$ cat src/rtl/dacl_pkg.sv
package dacl_pkg;
    localparam int DATA_W  = 12;
    localparam int CH_W    = 2;
    localparam int FRAME_W = 16;
    localparam logic [3:0] OFS_LO = 4'h4;
    localparam logic [3:0] OFS_HI = 4'h5;

    typedef struct packed {
        logic [CH_W-1:0]   ch;
        logic [DATA_W-1:0] val;
    } load_t;
endpackage

$ cat src/rtl/dacl_shifter.sv
module dacl_shifter #(
    parameter int BIT_CYCLES = 4,
    parameter int FRAME_W    = 16
) (
    input  logic               clk,
    input  logic               rst_n,
    input  logic               start,
    input  logic [FRAME_W-1:0] frame,
    output logic               busy,
    output logic               sclk,
    output logic               sdat
);
    localparam int CW   = (BIT_CYCLES > 2) ? $clog2(BIT_CYCLES) : 1;
    localparam int BW   = $clog2(FRAME_W);
    localparam int HALF = BIT_CYCLES / 2;

    typedef struct packed {
        logic               busy;
        logic               sclk;
        logic [CW-1:0]      cyc;
        logic [BW-1:0]      bitn;
        logic [FRAME_W-1:0] sh;
    } sh_state_t;

    sh_state_t s_d, s_q;

    always_comb begin
        s_d = s_q;
        if (!s_q.busy) begin
            if (start) begin
                s_d.busy = 1'b1;
                s_d.cyc  = '0;
                s_d.bitn = '0;
                s_d.sh   = frame;
            end
        end else if (s_q.cyc == CW'(BIT_CYCLES - 1)) begin
            s_d.cyc = '0;
            if (s_q.bitn == BW'(FRAME_W - 1)) begin
                s_d.busy = 1'b0;
            end else begin
                s_d.bitn = s_q.bitn + 1'b1;
                s_d.sh   = {s_q.sh[FRAME_W-2:0], 1'b0};
            end
        end else begin
            s_d.cyc = s_q.cyc + 1'b1;
        end
        s_d.sclk = s_d.busy && (s_d.cyc >= CW'(HALF));
    end

    always_ff @(posedge clk) begin
        if (!rst_n) s_q <= '0;
        else        s_q <= s_d;
    end

    assign busy = s_q.busy;
    assign sclk = s_q.sclk;
    assign sdat = s_q.busy & s_q.sh[FRAME_W-1];
endmodule

$ cat src/rtl/dacl_bank.sv
module dacl_bank #(
    parameter int NCH    = 4,
    parameter int DATA_W = 12
) (
    input  logic                    clk,
    input  logic                    rst_n,
    input  logic                    upd,
    input  logic [$clog2(NCH)-1:0]  sel,
    input  logic [DATA_W-1:0]       val,
    output logic [NCH*DATA_W-1:0]   out_flat
);
    logic [DATA_W-1:0] reg_d [NCH];
    logic [DATA_W-1:0] reg_q [NCH];

    for (genvar g = 0; g < NCH; g++) begin : g_ch
        always_comb begin
            reg_d[g] = reg_q[g];
            if (upd && (sel == g)) reg_d[g] = val;
        end
        always_ff @(posedge clk) begin
            if (!rst_n) reg_q[g] <= '0;
            else        reg_q[g] <= reg_d[g];
        end
        assign out_flat[g*DATA_W +: DATA_W] = reg_q[g];
    end
endmodule

$ cat src/rtl/dac_load_if.sv
module dac_load_if #(
    parameter int BIT_CYCLES = 4
) (
    input  logic        clk,
    input  logic        rst_n,
    input  logic [3:0]  bus_addr,
    input  logic        bus_wr,
    input  logic        bus_rd,
    input  logic [7:0]  bus_wdata,
    output logic [7:0]  bus_rdata,
    output logic        ser_clk,
    output logic        ser_dat,
    output logic        ser_sync_n,
    output logic [47:0] dac_out
);
    import dacl_pkg::*;
    localparam int NCH = 1 << CH_W;

    typedef struct packed {
        logic [7:0] lo;
        logic [7:0] hi;
        load_t      ld;
        logic       pend;
    } if_state_t;

    if_state_t r_d, r_q;
    logic busy, start, commit;

    always_comb begin
        r_d    = r_q;
        start  = 1'b0;
        commit = 1'b0;
        if (bus_wr && bus_addr == OFS_LO) r_d.lo = bus_wdata;
        if (bus_wr && bus_addr == OFS_HI && !busy) begin
            r_d.hi     = bus_wdata;
            r_d.ld.ch  = bus_wdata[7:6];
            r_d.ld.val = {bus_wdata[3:0], r_q.lo};
            r_d.pend   = 1'b1;
            start      = 1'b1;
        end else if (bus_rd && bus_addr == OFS_HI && !busy && r_q.pend) begin
            commit   = 1'b1;
            r_d.pend = 1'b0;
        end
    end

    always_ff @(posedge clk) begin
        if (!rst_n) r_q <= '0;
        else        r_q <= r_d;
    end

    always_comb begin
        bus_rdata = '0;
        if (bus_addr == OFS_LO)      bus_rdata = {busy, 7'b0};
        else if (bus_addr == OFS_HI) bus_rdata = r_q.hi;
    end

    dacl_shifter #(.BIT_CYCLES(BIT_CYCLES), .FRAME_W(FRAME_W)) u_shift (
        .clk   (clk),
        .rst_n (rst_n),
        .start (start),
        .frame ({r_d.ld.ch, 2'b00, r_d.ld.val}),
        .busy  (busy),
        .sclk  (ser_clk),
        .sdat  (ser_dat)
    );

    dacl_bank #(.NCH(NCH), .DATA_W(DATA_W)) u_bank (
        .clk      (clk),
        .rst_n    (rst_n),
        .upd      (commit),
        .sel      (r_q.ld.ch),
        .val      (r_q.ld.val),
        .out_flat (dac_out)
    );

    assign ser_sync_n = ~busy;
endmodule

$ cat config.mk
export PLATFORM = sky130hd
export DESIGN_NAME = dac_load_if
export DESIGN_NICKNAME = d
export VERILOG_FILES = /design/src/rtl/dacl_pkg.sv /design/src/rtl/dacl_shifter.sv /design/src/rtl/dacl_bank.sv /design/src/rtl/dac_load_if.sv
export SDC_FILE = /design/constraint.sdc
export NUM_CORES = 1
export LEC_CHECK = 0
export BUFFER_PORTS_ARGS = -buffer_cell sky130_fd_sc_hd__buf_4
export CAP_MARGIN = 20
export CORE_UTILIZATION = 24
export DETAILED_ROUTE_END_ITERATION = 10
export PLACE_DENSITY = 0.42
export SLEW_MARGIN = 20
export SYNTH_ARGS = -nofsm -noshare
export SYNTH_HDL_FRONTEND = slang
export SYNTH_SLANG_ARGS = --single-unit
$ cat constraint.sdc
create_clock -name clk -period 1.8 [get_ports clk]
set_input_delay 0 -clock clk [delete_from_list [all_inputs] [get_ports clk]]
set_output_delay 0 -clock clk [all_outputs]
set_load 0.02 [all_outputs]
==> results of run 1 <==
-- metal layers --
layer	up-vias	GRT usage [%]	share of wire, %
met5	-	0	0
met4	0	5.04	1.7
met3	13	2.93	4.1
met2	67	17.0	41
met1	1496	16.7	53
li1	1634	-	-
-- synth_stat cells (all sizes together) --
cell	n
nand3b	1
o2111a	1
or3	1
or3b	1
o211ai	1
inv	1
o22ai	4
nor2	2
nor2b	9
nand2b	1
a21oi	2
and2	8
nand3	70
nand2	73
a21boi	25
ha	2
clkinv	1
and4	1
nand4	3
nand4b	2
buf	21
nor3b	1
clkbuf	13
nor3	1
dfxtp	103
o21ai	51
and4bb	2
and3	2
o221ai	12
mux2i	9
-- critical path, stage by stage, from the launching register on --
cell and delay, ns:
dfxtp_1 0.40, and4bb_4 0.44, nand4b_4 0.30, nand3_1 0.18, o21ai_0 0.09
-- cell families after synthesis --
group	synth area share [%]
mux	2.24
buf+inv	5.29
flops	51.3
fa+ha+maj	0.622
compound gates	16.6
simple gates	24.0
-- flip-flops by register name (all words and copies together) (netlist names) --
signal,flops
r_q,31
u_bank.reg_q,48
u_shift.busy,1
u_shift.s_q,22
u_shift.sclk,1
-- stage by stage --
step	area (um2)	utilization, %	instances	setup slack [ns]	hold WS (ns)
floorplan	4020	-	424	0.299	0.133
global placement	4760	29.5	690	0.266	0.275
detailed placement	4760	29.5	690	0.237	0.279
CTS	5120	31.8	715	0.223	0.0258
global route	5120	31.8	715	0.117	0.0735
finish	5120	31.8	715	0.261	0.0353
-- cell usage in the layout (no fill, tap or decap), drive strengths merged, types with 3 or more instances in the layout --
| cell | instances |
|---|---|
| nand4 | 3 |
| a21boi | 25 |
| o21ai | 51 |
| clkinvlp | 3 |
| mux2i | 9 |
| dfxtp | 103 |
| buf | 84 |
| clkbuf | 12 |
| nor2b | 9 |
| dlygate4sd3 | 9 |
| o221ai | 12 |
| nand2 | 73 |
| nand3 | 70 |
| o22ai | 4 |
| and2 | 8 |
-- power groups by stage --
stage	clock, mW	sequential (mW)	combinational (mW)
after detailed placement	0	2.35	0.155
after global placement	0	2.35	0.155
final	1.84	2.29	0.167
after global routing	2.00	2.29	0.183
after floorplan	0	2.34	0.0937
after CTS	1.91	2.29	0.171
-- timing repair --
action	CTS	global route
resized for setup	0	0
setup buffers	0	0
hold buffers	9	0
endpoints found under the hold margin	29	0
-- cell type report --
class / instances / area (um2)
clock buffers: 12 / 246
repair buffers: 93 / 758
inverters: 2 / 7.51
fillers: 1709 / 11000
flip-flops and latches: 103 / 2060
clock inverters: 4 / 31.3
well taps: 216 / 270
multi-input cells: 285 / 1750
-- worst min path at each step --
stage,startpoint,to,slack [ns]
after floorplan,bus_wdata[6],r_q[13],0.13
after global placement,bus_wdata[4],r_q[27],0.27
after detailed placement,bus_wdata[5],r_q[20],0.28
after CTS,bus_rd,r_q[0],0.03
after global routing,rst_n,r_q[29],0.07
final,bus_rd,r_q[0],0.04
==> impl_metrics.json, run 1 <==
{
  "startpoint_type": "flop",
  "slew_headroom_pct": 78.6,
  "r2r-end": "u_bank.reg_q[0][13]",
  "area.growth.synth_to_final_pct": 27.4,
  "ys_ff_latch": 103,
  "routed-via-count": 3210,
  "post-route-period-util_pct": 85.5,
  "vias_per_cell": 4.49,
  "ys_seq_area_share_pct": 51.3,
  "skew_ns": 0.00605,
  "power.switching_uw": 962,
  "period_needed_ns": 1.54,
  "ant_nets": 0,
  "io_pins": 75,
  "clock-sinks": 103,
  "drive_gt1_share_pct": 26.1,
  "firstDrtPassIters": 4,
  "grt_start_max_net_pins": 63,
  "clk_path_buf_depth": 2,
  "numCtsBuffers": 9,
  "finalWeightedCongestion": 0.721,
  "synthesis.area_mm2": 0.00402,
  "die_h_um": 131,
  "syn-num-nets": 442,
  "setup.worst_path.class": "flop to flop",
  "totalWireLength_mm": 9.86,
  "leakage_nw": 1.90,
  "p_clk_share_pct": 42.8,
  "r2r-start": "u_shift.busy",
  "clkTransAtPathRegs_ns": 0.07,
  "crit_required_ns": 2.03,
  "hp-class": "primary input to flop",
  "p_sw_share_pct": 22.4,
  "p_int_mw": 3.34,
  "startpoint": "u_shift.busy",
  "peakVddDrop_v": 0.000471,
  "setup_viol": 0,
  "track_usage_pct": 11.9,
  "reg2reg_depth": 4,
  "slew_violations": 0,
  "critical_path.endpoint": "u_bank.reg_q[0][13]",
  "root_buffer": "clkbuf_16",
  "grt_pass1_wl_mm": 16.2,
  "synth_area_per_cell_um2": 9.49,
  "port_buffers": 74,
  "avgRoutedWirePerCell_um": 13.8,
  "die_area_mm2": 0.0173,
  "status": "completed",
  "cts_tree": "built",
  "fp.dieW_um": 131,
  "fmax_ghz": 0.650,
  "hold_violations": 0,
  "yosysTopAreaCellShare_pct": 51.3,
  "antenna_cells": 0,
  "fin_total_pwr_mw": 4.31,
  "power_frac_seq_pct": 53.3,
  "synth_cell_types": 44,
  "drt_iter0_drc": 139,
  "nNetsFinal": 512,
  "synth_area_leaders": "dfxtp_1, nand3_1, nand2_1",
  "worst_pin_slew_ns": 0.320,
  "combPwrFrac_pct": 3.9,
  "rsz0062_at_grt": "false",
  "core_area_mm2": 0.0161,
  "antenna_found_initial": 0,
  "grt_pass1_vias": 3016,
  "synth_top_area_cell": "dfxtp_1",
  "holdPathStages": 4,
  "netlist_instances": 424,
  "gr-total-overflow": 0,
  "clk_latency_ns": 0.35,
  "h-tree-depth": 3,
  "dp_hpwl_mm": 7.02,
  "worstPathArrival_ns": 1.77,
  "yosysWarnings": 0,
  "rows": 46,
  "drcViolationCount": 0,
  "maxCapViolations": 0,
  "initial_core_util_pct": 25.0,
  "powerDensity_mw_per_mm2": 840,
  "fin_setup_tns_ns": 0,
  "endpoint_kind": "flop",
  "reg2reg_setup_slack_ns": 0.26,
  "cp_max_fo": 24
}
(Power assumes the default switching activity.)
==> inputs of run 2 (changes only) <==
==> constraint.sdc (replaced) <==
create_clock -name clk -period 1.9 [get_ports clk]
set_input_delay 0 -clock clk [delete_from_list [all_inputs] [get_ports clk]]
set_output_delay 0 -clock clk [all_outputs]
set_load 0.02 [all_outputs]
==> run 2 against run 1 <==
Against the previous run:
- non-clock buffer count is 1 lower
- critical path depth stayed put
- maximum frequency shrank 2.2%
- sequential power shrank 5%
- via count down 0.53%
- clock-buffer cell count unchanged
- combinational power down 4%
- worst hold slack improved by 0.0015 ns
- total power fell by 2.2%
- global-route usage is 0.091 points lower
- final cell count fell by 0.14%
- register-to-register slack improved by 0.07 ns
- largest cell class unchanged
==> impl_metrics.json, run 2 (synthesized netlist as in run 1, its figures left out) <==
{
  "skew_ns": 0.00675,
  "hold_violations": 0,
  "avgRoutedWirePerCell_um": 13.8,
  "worst_pin_slew_ns": 0.430,
  "startpoint": "u_shift.busy",
  "post_cts_buffers": 0,
  "setup_viol": 0,
  "hold_buffers": 9,
  "largestRegisters": "u_bank.reg_q: 48 flops, r_q: 31 flops, u_shift.s_q: 22 flops",
  "die_area_mm2": 0.0173,
  "cp_max_fo": 24,
  "hp-start": "bus_rd",
  "h-tree-depth": 3,
  "gr-total-overflow": 0,
  "grt_start_max_net_pins": 44,
  "clkTransAtPathRegs_ns": 0.07,
  "final_cell_mix": "dfxtp_1, buf_4, nand3_1",
  "port_buffers": 74,
  "nFillCells": 1744,
  "r2r-start": "u_shift.busy",
  "totalWireLength_mm": 9.86,
  "setup.worst_path.class": "flop to flop",
  "finalWeightedCongestion": 0.727,
  "initial_core_util_pct": 25.0,
  "hold_ws_ns": 0.0369,
  "grt_pass1_vias": 2962,
  "clk_path_buf_depth": 2,
  "status": "completed",
  "fmax_ghz": 0.636,
  "die_h_um": 131,
  "pre_cts_ws_ns": 0.301,
  "place_area_mm2": 0.00476,
  "path_cells": "and4bb_4 -> nand4b_4 -> nand3_1 -> o21ai_0",
  "clk_latency_ns": 0.35,
  "cts.repair.resized": 0,
  "seq_area_mm2": 0.00206,
  "crit_family": "simple AND/OR/NAND/NOR gates",
  "final_cell_area_mm2": 0.00515,
  "hp-class": "primary input to flop",
  "post-route-util_pct": 32.0,
  "routed-via-count": 3193,
  "drive_gt1_share_pct": 25.9,
  "largest_reg_flops": 48,
  "root_buffer": "clkbuf_16",
  "worstPathArrival_ns": 1.80,
  "io_pins": 75,
  "startpoint_type": "flop",
  "antenna_cells": 0,
  "period_needed_ns": 1.57,
  "track_usage_pct": 11.8,
  "maxCapViolations": 0,
  "powerDensity_mw_per_mm2": 817,
  "cpMaxStageDelayCell": "and4bb_4",
  "vias_per_cell": 4.47,
  "leakage_nw": 1.92,
  "drcViolationCount": 0,
  "cts_tree": "built",
  "final_common_cell": "dfxtp_1",
  "clock-sinks": 103,
  "rsz0062_at_grt": "false",
  "rows": 46,
  "nNetsFinal": 511,
  "antenna_found_initial": 0,
  "ant_nets": 0,
  "path_buf_inv": 0,
  "multi_input_area_mm2": 0.00175,
  "firstDrtPassIters": 4,
  "largest_register": "u_bank.reg_q",
  "numCtsBuffers": 9,
  "grt_pass1_wl_mm": 16.0,
  "dp_hpwl_mm": 7.00,
  "peakVddDrop_v": 0.000434,
  "crit_required_ns": 2.12,
  "post-route-period-util_pct": 82.8,
  "slew_violations": 0,
  "drt_iter0_drc": 181,
  "fp.dieW_um": 131,
  "slew_headroom_pct": 71.3,
  "core_area_mm2": 0.0161,
  "slowest_delay_ns": 0.45,
  "fin_setup_tns_ns": 0,
  "endpoint_kind": "flop",
  "worst_slack_ns": 0.327,
  "area.growth.synth_to_final_pct": 28.1
}
-- run 2: routing by layer --
layer	vias up	global-route usage, %	wire, um
met3	11	3.28	469
met2	69	17.1	4070
li1	1629	-	-
met5	-	0	0
met1	1484	16.4	5170
met4	0	4.26	146
-- run 2: layout make-up --
class                   count  share of cell area (%)
multi-input cells         285                    33.9
repair buffers             92                    14.8
clock inverters             4                    1.07
inverters                   2                   0.146
flip-flops and latches    103                    40.0
clock buffers              12                    4.78
well taps                 216                    5.25
-- run 2: power by group --
group / leakage, nW / internal [mW] / switching [mW]
clock: 0.143 / 1.06 / 0.812
combinational: 0.945 / 0.0734 / 0.0863
sequential: 0.830 / 2.17 / 0.00706
-- run 2: path summary, 6_finish.rpt --
kind                         to  slack, ns  depth (start not counted)
max          u_bank.reg_q[1][8]       0.33                          4
min                      r_q[0]       0.04                          4
max reg2reg  u_bank.reg_q[1][8]       0.33                          4
min reg2reg              r_q[3]       0.46                          2
-- run 2: worst min-delay path, stage by stage --
cell,delay (ns)
buf_4,0.12
nand3_1,0.07
a21oi_1,0.06
nor2b_1,0.09
-- run 2: per-stage QoR --
step,total power [mW],cells
after floorplan,2.31,424
after global placement,2.37,689
after detailed placement,2.37,689
after CTS,4.28,714
after global routing,4.38,714
final,4.21,714
